===== src/rtl/tern_od_pkg.sv =====
package tern_od_pkg;

    typedef logic [1:0] trit_t;

    localparam trit_t TRIT_ZERO = 2'b00;
    localparam trit_t TRIT_ONE  = 2'b01;
    localparam trit_t TRIT_TWO  = 2'b10;
    localparam trit_t TRIT_BAD  = 2'b11;

    // Number of distinct values in n trits.
    function automatic int pow3(input int n);
        int r;
        r = 1;
        for (int i = 0; i < n; i++) begin
            r = r * 3;
        end
        return r;
    endfunction

    function automatic trit_t trit_max(input trit_t x, input trit_t y);
        return (x > y) ? x : y;
    endfunction

    function automatic trit_t trit_min(input trit_t x, input trit_t y);
        return (x < y) ? x : y;
    endfunction

    function automatic trit_t trit_inv(input trit_t x);
        return TRIT_TWO - x;
    endfunction

    // Minimum used for the complement operands: 1 with 1 gives 0.
    function automatic trit_t trit_min_split(input trit_t x, input trit_t y);
        trit_t r;
        if (x == TRIT_ONE && y == TRIT_ONE) begin
            r = TRIT_ZERO;
        end else begin
            r = trit_min(x, y);
        end
        return r;
    endfunction

endpackage


===== src/rtl/tern_od_split.sv =====
module tern_od_split
    import tern_od_pkg::*;
#(
    parameter int NT = 4
) (
    input  logic [2*NT-1:0] a_t,
    input  logic [2*NT-1:0] b_t,
    output logic [2*NT-1:0] hi_t,
    output logic [2*NT-1:0] lo_t,
    output logic [2*NT-1:0] pa_t,
    output logic [2*NT-1:0] pb_t,
    output logic            bad
);

    logic [NT-1:0] bad_v;

    for (genvar i = 0; i < NT; i++) begin : g_digit
        trit_t ai;
        trit_t bi;
        assign ai = a_t[2*i +: 2];
        assign bi = b_t[2*i +: 2];

        assign hi_t[2*i +: 2] = trit_max(ai, bi);
        assign lo_t[2*i +: 2] = trit_min(ai, bi);
        assign pa_t[2*i +: 2] = trit_min_split(ai, trit_inv(bi));
        assign pb_t[2*i +: 2] = trit_min_split(trit_inv(ai), bi);

        assign bad_v[i] = (ai == TRIT_BAD) || (bi == TRIT_BAD);
    end

    assign bad = |bad_v;

endmodule


===== src/rtl/tern_od_subprod.sv =====
module tern_od_subprod #(
    parameter int NT = 4,
    parameter int BW = 7
) (
    input  logic [2*NT-1:0] x_t,
    input  logic [2*NT-1:0] y_t,
    output logic [4*NT-1:0] z_t
);

    localparam int PW = 2 * BW;
    localparam int RT = 2 * NT;

    logic [BW-1:0] xb;
    logic [BW-1:0] yb;
    logic [PW-1:0] pb;
    logic [PW-1:0] rest;

    // Trits to binary, most significant digit first.
    always_comb begin
        xb = '0;
        yb = '0;
        for (int i = NT - 1; i >= 0; i--) begin
            xb = BW'(xb * BW'(3)) + BW'(x_t[2*i +: 2]);
            yb = BW'(yb * BW'(3)) + BW'(y_t[2*i +: 2]);
        end
    end

    assign pb = PW'(xb) * PW'(yb);

    // Binary back to trits, least significant digit first.
    always_comb begin
        z_t  = '0;
        rest = pb;
        for (int i = 0; i < RT; i++) begin
            z_t[2*i +: 2] = 2'(rest % PW'(3));
            rest          = rest / PW'(3);
        end
    end

endmodule


===== src/rtl/tern_od_add.sv =====
module tern_od_add #(
    parameter int NTR = 8
) (
    input  logic [2*NTR-1:0] x_t,
    input  logic [2*NTR-1:0] y_t,
    output logic [2*NTR-1:0] s_t
);

    logic [NTR-1:0] cin;

    assign cin[0] = 1'b0;

    for (genvar i = 0; i < NTR; i++) begin : g_stage
        logic [2:0] raw;
        assign raw = {1'b0, x_t[2*i +: 2]} + {1'b0, y_t[2*i +: 2]} + {2'b00, cin[i]};
        assign s_t[2*i +: 2] = (raw >= 3'd3) ? 2'(raw - 3'd3) : raw[1:0];
        if (i < NTR - 1) begin : g_carry
            assign cin[i+1] = (raw >= 3'd3);
        end
    end

endmodule


===== src/rtl/tern_od_mult.sv =====
module tern_od_mult
    import tern_od_pkg::*;
#(
    parameter int NT = 4
) (
    input  logic            clk,
    input  logic            rst_n,
    input  logic            in_valid,
    input  logic [2*NT-1:0] a_trits,
    input  logic [2*NT-1:0] b_trits,
    output logic            out_valid,
    output logic            out_err,
    output logic [4*NT-1:0] prod_trits
);

    localparam int OW = 2 * NT;
    localparam int RT = 2 * NT;
    localparam int RW = 2 * RT;
    localparam int BW = $clog2(pow3(NT));

    logic [OW-1:0] hi_c, lo_c, pa_c, pb_c;
    logic          bad_c;

    logic          s1_valid;
    logic          s1_err;
    logic [OW-1:0] s1_hi, s1_lo, s1_pa, s1_pb;

    logic [RW-1:0] sub_main;
    logic [RW-1:0] sub_cross;
    logic [RW-1:0] sum_t;

    tern_od_split #(.NT(NT)) u_split (
        .a_t  (a_trits),
        .b_t  (b_trits),
        .hi_t (hi_c),
        .lo_t (lo_c),
        .pa_t (pa_c),
        .pb_t (pb_c),
        .bad  (bad_c)
    );

    // Stage 1: split operands.
    always_ff @(posedge clk or negedge rst_n) begin
        if (!rst_n) begin
            s1_valid <= 1'b0;
            s1_err   <= 1'b0;
            s1_hi    <= '0;
            s1_lo    <= '0;
            s1_pa    <= '0;
            s1_pb    <= '0;
        end else begin
            s1_valid <= in_valid;
            if (in_valid) begin
                s1_err <= bad_c;
                s1_hi  <= hi_c;
                s1_lo  <= lo_c;
                s1_pa  <= pa_c;
                s1_pb  <= pb_c;
            end
        end
    end

    tern_od_subprod #(.NT(NT), .BW(BW)) u_sub_main (
        .x_t (s1_hi),
        .y_t (s1_lo),
        .z_t (sub_main)
    );

    tern_od_subprod #(.NT(NT), .BW(BW)) u_sub_cross (
        .x_t (s1_pa),
        .y_t (s1_pb),
        .z_t (sub_cross)
    );

    tern_od_add #(.NTR(RT)) u_add (
        .x_t (sub_main),
        .y_t (sub_cross),
        .s_t (sum_t)
    );

    // Stage 2: ternary sum.
    always_ff @(posedge clk or negedge rst_n) begin
        if (!rst_n) begin
            out_valid  <= 1'b0;
            out_err    <= 1'b0;
            prod_trits <= '0;
        end else begin
            out_valid <= s1_valid;
            if (s1_valid) begin
                out_err    <= s1_err;
                prod_trits <= s1_err ? '0 : sum_t;
            end
        end
    end

endmodule


===== config.mk =====
export PLATFORM = sky130hd
export DESIGN_NAME = tern_od_mult
export DESIGN_NICKNAME = d
export VERILOG_FILES = /design/src/rtl/tern_od_pkg.sv /design/src/rtl/tern_od_split.sv /design/src/rtl/tern_od_subprod.sv /design/src/rtl/tern_od_add.sv /design/src/rtl/tern_od_mult.sv
export SDC_FILE = /design/constraint.sdc
export NUM_CORES = 1
export LEC_CHECK = 0
export BUFFER_PORTS_ARGS = -buffer_cell sky130_fd_sc_hd__buf_4
export CAP_MARGIN = 20
export CORE_ASPECT_RATIO = 0.5
export CORE_MARGIN = 1
export CORE_UTILIZATION = 35
export DETAILED_ROUTE_END_ITERATION = 10
export GPL_TIMING_DRIVEN = 0
export PLACE_DENSITY = 0.48
export RECOVER_POWER = 50
export SETUP_SLACK_MARGIN = 0.1
export SLEW_MARGIN = 10
export SYNTH_ARGS = -nofsm -noshare
export SYNTH_HDL_FRONTEND = slang
export SYNTH_HIERARCHICAL = 1
export SYNTH_SLANG_ARGS = --single-unit

===== constraint.sdc =====
create_clock -name clk -period 22 [get_ports clk]
set_input_delay 2.2 -clock clk [delete_from_list [all_inputs] [get_ports clk]]
set_output_delay 2.2 -clock clk [all_outputs]
set_load 0.005 [all_outputs]

==> results.md, run 1 <==
- Die area: 64,700 µm²
- Setup crit end: prod_trits[14]
- Worst min path class: reg2reg
- TritonCTS Sinks: 52
- Commonest non-fill, non-tap cell in the layout: buf_4
- Core area: 62,000 µm²
- Max_cap viols: 1
- Asr flop ratio synth: 1.00
- Post-layout instance area: 28,800 µm²
- Clk_skew: 12.5 ps
- Critical-path top delay cell: fa_1
- Post-layout worst setup margin: 27.0 ps
- Crit start category: register
- Worst reg-to-reg path cell count: 111
- Final Slew Violations: 53
- Final nets: 3,568
- Start of the worst register-to-register path: s1_hi[7]
- Post-synth EDFFs: 0
- Initial DRC count: 1,558
- Required @ worst endpoint: 22,230 ps
- Initial antenna violation count: 1
- Mean Syn Cell Area: 7.68 µm²
- Sequential cell area fraction in the yosys report: 0.0585
- GRT busiest layer: met2
- Largest stage delay, worst path: 570 ps
- CTS tree: yes
- Worst-path maximum fanout: 5
- Final setup vio count: 0
- Critical path startpoint: s1_hi[7]
- Post-Syn Instances: 2,897
- Final wirelength: 68,500 µm
- Slew headroom: -0.962
- Fin cells: 4,044
- Initial Utilization: 0.359
- Period utilization: 0.999
- DR vias: 23,200
- Vias in the first global route: 22,100
- TritonRoute pass-1 iters: 5
- Commonest cells after routing, fill and taps aside: buf_4 (308), inv_1 (215), nand2_1 (204)
- Met1 Usage GRT: 0.309
- Die width: 359 µm
- Status: complete, but fails checks
- Worst-margin pin slew: 2940 ps
- Flop-to-flop setup slack: 30 ps
- Skew-Pair Late Insertion Delay: 310 ps
- Vias per cell: 5.73
- Root Driver: clkbuf_16
- Layout cells sized above 1: 0.305
- First-pass GRT wire length: 115,000 µm
- Drc violations: 0
- Fin Hold WS: 511 ps
- Distinct cells, synth: 145
- Most common flop cell mapped by yosys: dfrtp_1
- Placed instance area: 23,900 µm²
- Clock buffer depth: 2
- Largest net degree at the start of global routing: 53
- Top-Level Pins: 37
- Synth Cell Area: 22,300 µm²
- Dpl cells: 3,760
- H-tree lvl count: 2
- Synth Register Bits: 52
- Area delta synth->final: 29.5%
- Grt ovf: 0
- Met2 usage: 0.331
- GPL Wtd Cong: 0.849
- Clock Pin Slew Worst Setup and Hold Paths: 70 ps
- CTS Buf Count: 5
- WP data arrival: 22,210 ps
- Kind of critical path: reg2reg
- Fin. Hold Viols: 0
- Die height: 180 µm
- Remaining antenna violation count: 0
- End of the worst register-to-register path: prod_trits[14]
- # rows: 64
- I/O Buffers: 36
- Failing checks: max-capacitance violations, max-slew violations
- Endpoint class of the critical path: register
- Most used cell, CP: buf_4
- Detailed placement HPWL: 51,000 µm
- Synth warn: 6
- GRT met3 Usage: 0.00719
- Fmax: 45.5 MHz
- Worst slack at placement: -2750 ps
- Overall routing resource usage: 0.207
- Post-DR wirelength/cell: 16.9 µm
- Fin crit period: 21,970 ps
- RSZ-0062 raised after global routing: true
-- how the worst min path moves through the flow --
| stage | start | end | depth (start not counted) |
|---|---|---|---|
| final | s1_hi[3] | s1_hi[3] | 1 |
| after global routing | s1_pa[5] | s1_pa[5] | 1 |
| after CTS | s1_pa[5] | s1_pa[5] | 1 |
| after detailed placement | s1_pa[5] | s1_pa[5] | 1 |
| after global placement | s1_pa[5] | s1_pa[5] | 1 |
| after floorplan | s1_valid | out_valid | 0 |
-- worst max-delay path, delay by kind of cell, from the launching register on --
family / cells / cell delay (ps)
and+or+nand+nor: 16 / 2040
AOI/OAI and AO/OA: 24 / 4730
buffers and inverters: 34 / 3320
muxes: 2 / 590
DFF: 1 / 360
xor gates and xnor gates: 6 / 810
adders and majority gates: 29 / 10080
-- cells by family (layout without fill, tap and decap cells) --
kind of cell / after synthesis / after routing / share of synthesized area
flip-flops: 52 / 52 / 0.0585
multiplexers: 113 / 113 / 0.0611
adder cells (fa/ha/maj): 333 / 333 / 0.215
buffers and inverters: 381 / 699 / 0.0731
XOR/XNOR: 149 / 149 / 0.0613
AND/OR/NAND/NOR: 945 / 945 / 0.216
AO/OA/AOI/OAI: 922 / 923 / 0.314
other: 2 / 5 / 0.000337
-- per-layer routing --
metal | part of all wire | wire length (µm)
met1 | 0.51 | 34700
met2 | 0.45 | 31100
met3 | 0.028 | 1900
met4 | 0.013 | 868
met5 | 0 | 0
-- stage by stage --
stage,setup TNS [ps],util
floorplan,0,-
global placement,-8430,0.386
global route,-1730,0.465
finish,0,0.465
detailed placement,-8650,0.386
CTS,0,0.441
-- layout make-up --
cell class                 count  area, µm²
clock inverter                 2       38.8
sequential                    52       1300
tap                          825       1030
clock buffer                   6        129
timing repair buffer         315       2440
multi-input combinational   2467      22100
antenna                        1       2.50
inverter                     246        941
buffer                       130        858
fill                        6150      33200
-- sequential cells by signal, summed over array words and instances, names as in the netlist --
register    cells
s1_lo           8
s1_valid        1
out_err         1
s1_hi           8
prod_trits     16
s1_pb           8
s1_pa           8
out_valid       1
s1_err          1
-- repair_timing --
action                     4_1_cts  5_1_grt
hold buffers                     0        0
pin swaps                      192      174
buffers inserted               194       84
cloned                           2        0
setup endpoints to repair        6        4
resized for setup              355      189
-- cells in the mapped netlist (19+ instances only) --
master | instances | area, µm²
ha_1 | 249 | 3120
inv_1 | 238 | 893
nor2_1 | 218 | 818
nand2_1 | 216 | 811
a21oi_1 | 157 | 786
o21ai_0 | 127 | 636
xnor2_1 | 110 | 963
nand3_1 | 96 | 480
nor3_1 | 88 | 440
fa_1 | 83 | 1660
and2_1 | 71 | 444
clkbuf_1 | 58 | 218
a21o_1 | 56 | 420
a211oi_1 | 52 | 390
dfrtp_1 | 52 | 1300
buf_2 | 49 | 245
o211ai_1 | 46 | 345
mux2i_1 | 41 | 410
a31oi_1 | 38 | 238
mux2_4 | 34 | 510
o21ai_1 | 32 | 160
xor2_1 | 32 | 280
nand4_1 | 29 | 181
nor2b_1 | 27 | 169
nor4_1 | 27 | 169
o22ai_1 | 27 | 169
o21a_1 | 26 | 195
mux2_2 | 24 | 270
o31ai_1 | 23 | 173
or3_1 | 22 | 138
a211o_1 | 20 | 175
nand2b_1 | 20 | 125
and3_1 | 19 | 119
o21bai_1 | 19 | 143
Power of run 1 is left out: the tool's default activity adds up to more than one toggle a clock period on the data nets, which glitch-free logic cannot reach.
==> inputs of run 2 (changes only) <==
--- a/config.mk
+++ b/config.mk
@@ -15,8 +15,8 @@
 export PLACE_DENSITY = 0.48
 export RECOVER_POWER = 50
 export SETUP_SLACK_MARGIN = 0.1
+export SKIP_LAST_GASP = 1
 export SLEW_MARGIN = 10
 export SYNTH_ARGS = -nofsm -noshare
 export SYNTH_HDL_FRONTEND = slang
-export SYNTH_HIERARCHICAL = 1
 export SYNTH_SLANG_ARGS = --single-unit
==> results.md, run 2 <==
- Status: complete, but fails checks
- Failing checks: max-capacitance violations, max-slew violations
- Initial antenna violation count: 0
- Worst reg-to-reg path cell count: 97
- Footprint of the multi-input gates: 20,500 µm²
- Kind of critical path: reg2reg
- Synth warn: 0
- Clock buffer depth: 2
- CTS Buf Count: 5
- Core area: 57,900 µm²
- Fmax: 47.1 MHz
- Final Slew Violations: 53
- Worst-path maximum fanout: 6
- Max_cap viols: 1
- Period utilization: 0.966
- Fin. Hold Viols: 0
- Commonest non-fill, non-tap cell in the layout: buf_4
- Initial Utilization: 0.358
- Die height: 174 µm
- Top cells by count, synth: ha_1 (253), inv_1 (224), nand2_1 (216), nor2_1 (203), a21oi_1 (171)
- Sequential cell area fraction in the yosys report: 0.0628
- DR vias: 21,500
- Final wirelength: 62,700 µm
- Remaining antenna violation count: 0
- Distinct cells, synth: 132
- Initial DRC count: 1,613
- Start of the worst register-to-register path: s1_hi[6]
- Area delta synth->final: 26.4%
- Clock Pin Slew Worst Setup and Hold Paths: 70 ps
- Post-layout worst setup margin: 752 ps
- Asr flop ratio synth: 1.00
- # rows: 62
- Max reg flops: 16
- Die width: 346 µm
- Layout cells sized above 1: 0.248
- Grt ovf: 0
- Synth Cell Area: 20,700 µm²
- Mean Syn Cell Area: 7.55 µm²
- Largest stage delay, worst path: 580 ps
- Post-Syn Instances: 2,743
- First-pass GRT wire length: 104,000 µm
- Die area: 60,200 µm²
- Detailed placement HPWL: 48,200 µm
- Count leader, synth: ha_1
- Most flops, register: prod_trits
- Slew headroom: -0.955
- Critical path startpoint: s1_hi[6]
- Antenna Cells: 0
- TritonRoute pass-1 iters: 8
- GPL Wtd Cong: 0.860
- Commonest cells after routing, fill and taps aside: buf_4 (212), inv_1 (207), nand2_1 (206)
- Final setup vio count: 0
- Critical-path top delay cell: or4_4
- Post-synth EDFFs: 0
- Most common flop cell mapped by yosys: dfrtp_1
- Vias per cell: 5.75
- Crit start category: register
- Fin crit period: 21,250 ps
- Vias in the first global route: 20,200
- Yosys top cell area share: 0.153
- Top-Level Pins: 37
- Worst min path class: reg2reg
- Post-DR wirelength/cell: 16.8 µm
- Largest area contributor in the synthesized netlist: ha_1
- Skew-Pair Late Insertion Delay: 290 ps
- Reg area: 1300 µm²
- Endpoint class of the critical path: register
- Fillers: 5,759
- TritonCTS Sinks: 52
- Top cells by area, synth: ha_1 (15%), fa_1 (7.8%), dfrtp_1 (6.3%)
- Largest net degree at the start of global routing: 53
- Final nets: 3,319
- Clk_skew: 8.70 ps
- Root Driver: clkbuf_16
- Worst-margin pin slew: 2930 ps
- Setup crit end: prod_trits[15]
- Required @ worst endpoint: 22,170 ps
- End of the worst register-to-register path: prod_trits[15]
- Synth Register Bits: 52
- CTS Hold Bufs: 0
- I/O Buffers: 36
- Flop-to-flop setup slack: 750 ps
- WP data arrival: 21,410 ps
- Drc violations: 0
- Overall routing resource usage: 0.200
- Worst slack at placement: -2700 ps
- H-tree lvl count: 2
- CTS tree: yes
## run 2: cell count changes after synthesis, moves of 12 or more
cell and change:
o21ai_0 -24, inv_1 -14, mux2_4 -33, mux2_1 -12, nor2_1 -15, o211ai_1 -13, mux2i_1 +19, buf_2 -13
nand3_1 -13, a22oi_1 +12, a21oi_1 +14, a21o_1 -18, o22ai_1 +25
## run 2: worst min path at each step
stage,from,end,slack (ps),cells after the start
floorplan,s1_valid,out_valid,350,0
global placement,s1_valid,out_valid,360,0
detailed placement,s1_valid,out_valid,360,0
CTS,s1_valid,out_valid,380,0
global route,s1_valid,out_valid,400,0
finish,s1_valid,out_valid,380,0
## run 2: kinds of logic after synthesis
family,Yosys count,share of synthesized area
DFF,52,0.0628
adders and majority gates,340,0.234
other,1,0.000181
and+or+nand+nor,887,0.217
buffers and inverters,344,0.0674
muxes,80,0.0406
AOI/OAI and AO/OA,889,0.311
xor gates and xnor gates,150,0.0670
## run 2: repair_timing
action | CTS | global route
resized for setup | 259 | 251
endpoints found under the setup margin | 6 | 4
pin swaps | 82 | 180
setup buffers | 79 | 103
## run 2: per-stage QoR
stage | util | TNS (ps) | cells | hold WS, ps | instance area (µm²)
4_1_cts | 0.417 | 0 | 3636 | 377 | 24200
3_3_place_gp | 0.379 | -8910 | 3550 | 362 | 22000
2_1_floorplan | - | 0 | 2746 | 352 | 20700
6_report | 0.452 | 0 | 3735 | 380 | 26200
3_5_place_dp | 0.379 | -8610 | 3550 | 361 | 22000
5_1_grt | 0.452 | -83.6 | 3735 | 395 | 26200
## run 2: final cells by class
class / count / area share
Buffer: 106 / 0.0241
Clock buffer: 6 / 0.00492
Clock inverter: 2 / 0.00148
Inverter: 233 / 0.0335
Multi-Input combinational cell: 2350 / 0.784
Sequential cell: 52 / 0.0497
Tap cell: 768 / 0.0367
Timing Repair Buffer: 218 / 0.0655
## run 2: critical path: cells and delay by family (launching register included)
family                     cells  cell delay, ps
and+or+nand+nor               15            3340
DFF                            1             410
AOI/OAI and AO/OA             29            5150
muxes                          1             240
adders and majority gates     30            9710
xor gates and xnor gates       7            1070
buffers and inverters         15            1220
## run 2: routing by layer
metal,global-route usage,share of wire,up-vias
li1,-,-,10700
met1,0.307,0.53,10300
met2,0.315,0.44,429
met3,0.00770,0.031,46
met4,0.0202,0.0066,0
met5,0,0,-
Power of run 2 is left out for the same reason.
==> inputs of run 3 (changes only) <==
--- a/config.mk
+++ b/config.mk
@@ -11,8 +11,7 @@
 export CORE_MARGIN = 1
 export CORE_UTILIZATION = 35
 export DETAILED_ROUTE_END_ITERATION = 10
-export GPL_TIMING_DRIVEN = 0
-export PLACE_DENSITY = 0.48
+export PLACE_DENSITY = 0.57
 export RECOVER_POWER = 50
 export SETUP_SLACK_MARGIN = 0.1
 export SKIP_LAST_GASP = 1
==> results.md, run 3 (synthesis results as in run 2) <==
- Critical-path top delay cell: or4_4
- Vias per cell: 5.78
- Initial Utilization: 0.358
- Area delta synth->final: 20.7%
- Required @ worst endpoint: 22,170 ps
- Drc violations: 0
- CP bufs+invs: 13
- Footprint of the multi-input gates: 19,700 µm²
- Detailed placement HPWL: 45,400 µm
- Commonest cells after routing, fill and taps aside: buf_4 (251), nand2_1 (210), inv_1 (209)
- CTS tree: yes
- Failing checks: max-capacitance violations, max-slew violations
- Period utilization: 0.967
- First-pass GRT wire length: 95,900 µm
- Dpl cells: 3,586
- Final wirelength: 58,800 µm
- Vias in the first global route: 19,200
- Reg area: 1300 µm²
- I/O Buffers: 36
- Largest stage delay, worst path: 570 ps
- Grt ovf: 0
- Slew headroom: -0.943
- Flop-to-flop setup slack: 730 ps
- WP data arrival: 21,440 ps
- Fin cells: 3,673
- Largest net degree at the start of global routing: 53
- Fin. Hold Viols: 0
- Fillers: 5,759
- # rows: 62
- H-tree lvl count: 2
- Commonest non-fill, non-tap cell in the layout: buf_4
- Worst min path class: reg2reg
- TritonCTS Sinks: 52
- Initial DRC count: 1,714
- Max reg flops: 16
- Worst reg-to-reg path cell count: 91
- Die area: 60,200 µm²
- Delay-heaviest family, CP: adder cells
- Crit start category: register
- Final setup vio count: 0
- Kind of critical path: reg2reg
- Worst-path maximum fanout: 7
- Fmax: 47.0 MHz
- Status: complete, but fails checks
- CTS Buf Count: 5
- Root Driver: clkbuf_16
- Critical path depth: 91
- Overall routing resource usage: 0.182
- Hold Path Stages: 1
- Endpoint class of the critical path: register
- Clk_skew: 6.11 ps
- DR vias: 21,200
- Max_cap viols: 2
- Die height: 174 µm
- Final Slew Violations: 102
- Initial antenna violation count: 0
- Antenna Cells: 0
- Post-DR wirelength/cell: 16.0 µm
- Core area: 57,900 µm²
- Skew-Pair Late Insertion Delay: 310 ps
- GPL Wtd Cong: 0.884
- Die width: 346 µm
- Clock buffer depth: 2
- Final nets: 3,257
- Most used cell, CP: fa_1
- Layout cells sized above 1: 0.223
- Most flops, register: prod_trits
- Remaining antenna violation count: 0
- Clock Pin Slew Worst Setup and Hold Paths: 80 ps
- Worst-margin pin slew: 2910 ps
- Fin crit period: 21,270 ps
- TritonRoute pass-1 iters: 5
- Top-Level Pins: 37
- Final setup TNS: 0 ps
==> run 3: cell count changes in the layout (fill, tap and decap cells not counted), moves of 6 or more <==
| cell | delta |
|---|---|
| clkbuf_1 | -51 |
| buf_4 | +39 |
| buf_2 | -21 |
| buf_6 | -16 |
| xnor2_1 | +12 |
| a21oi_1 | +10 |
| a21oi_4 | -8 |
| clkbuf_4 | -7 |
| xnor2_4 | -7 |
| nor2_1 | +6 |
| nor3_1 | +6 |
| nor3_4 | -6 |
==> run 3: path summary, 6_finish.rpt <==
path / from / to
min reg2reg: out_err / out_err
min in group asynchronous: rst_n / s1_lo[7]
min: out_err / out_err
max in group asynchronous: rst_n / prod_trits[12]
max: s1_hi[6] / prod_trits[15]
max reg2reg: s1_hi[6] / prod_trits[15]
==> run 3: area by class of cell <==
class / count / area share
clock inverter: 3 / 0.000851
clock buffer: 5 / 0.00500
tap: 768 / 0.0384
multi-input combinational: 2351 / 0.789
inverter: 233 / 0.0350
sequential: 52 / 0.0520
timing repair buffer: 261 / 0.0801
==> run 3: timing repair <==
action	CTS	global route
pin swaps	9	124
setup endpoints to repair	2	4
hold buffers	0	0
gates resized for setup	35	288
buffers inserted	12	66
gates cloned	0	1
==> run 3: worst reg2reg max path: cells and delay by family, from the launching register on <==
kind,cells,cell delay (ps)
and+or+nand+nor,15,3030
DFF,1,430
AOI/OAI and AO/OA,24,4480
buffers and inverters,13,920
adders and majority gates,34,11430
xor gates and xnor gates,5,830
==> run 3: routing by layer <==
layer  track usage  vias to the layer above  part of all wire
li1              -                    10600                 -
met1         0.277                    10000              0.51
met2         0.286                      569              0.44
met3       0.00578                       50             0.038
met4        0.0337                        0             0.013
met5             0                        -                 0
==> run 3: metrics by stage <==
stage	hold WS [ps]	cell area, µm²	setup WS [ps]	util
after floorplan	352	20700	293	-
after global placement	495	22600	16.6	0.389
after detailed placement	498	22600	-472	0.389
after CTS	516	23000	100	0.396
after global routing	529	25000	-121	0.431
final	514	25000	732	0.431
Power of run 3 is left out for the same reason.
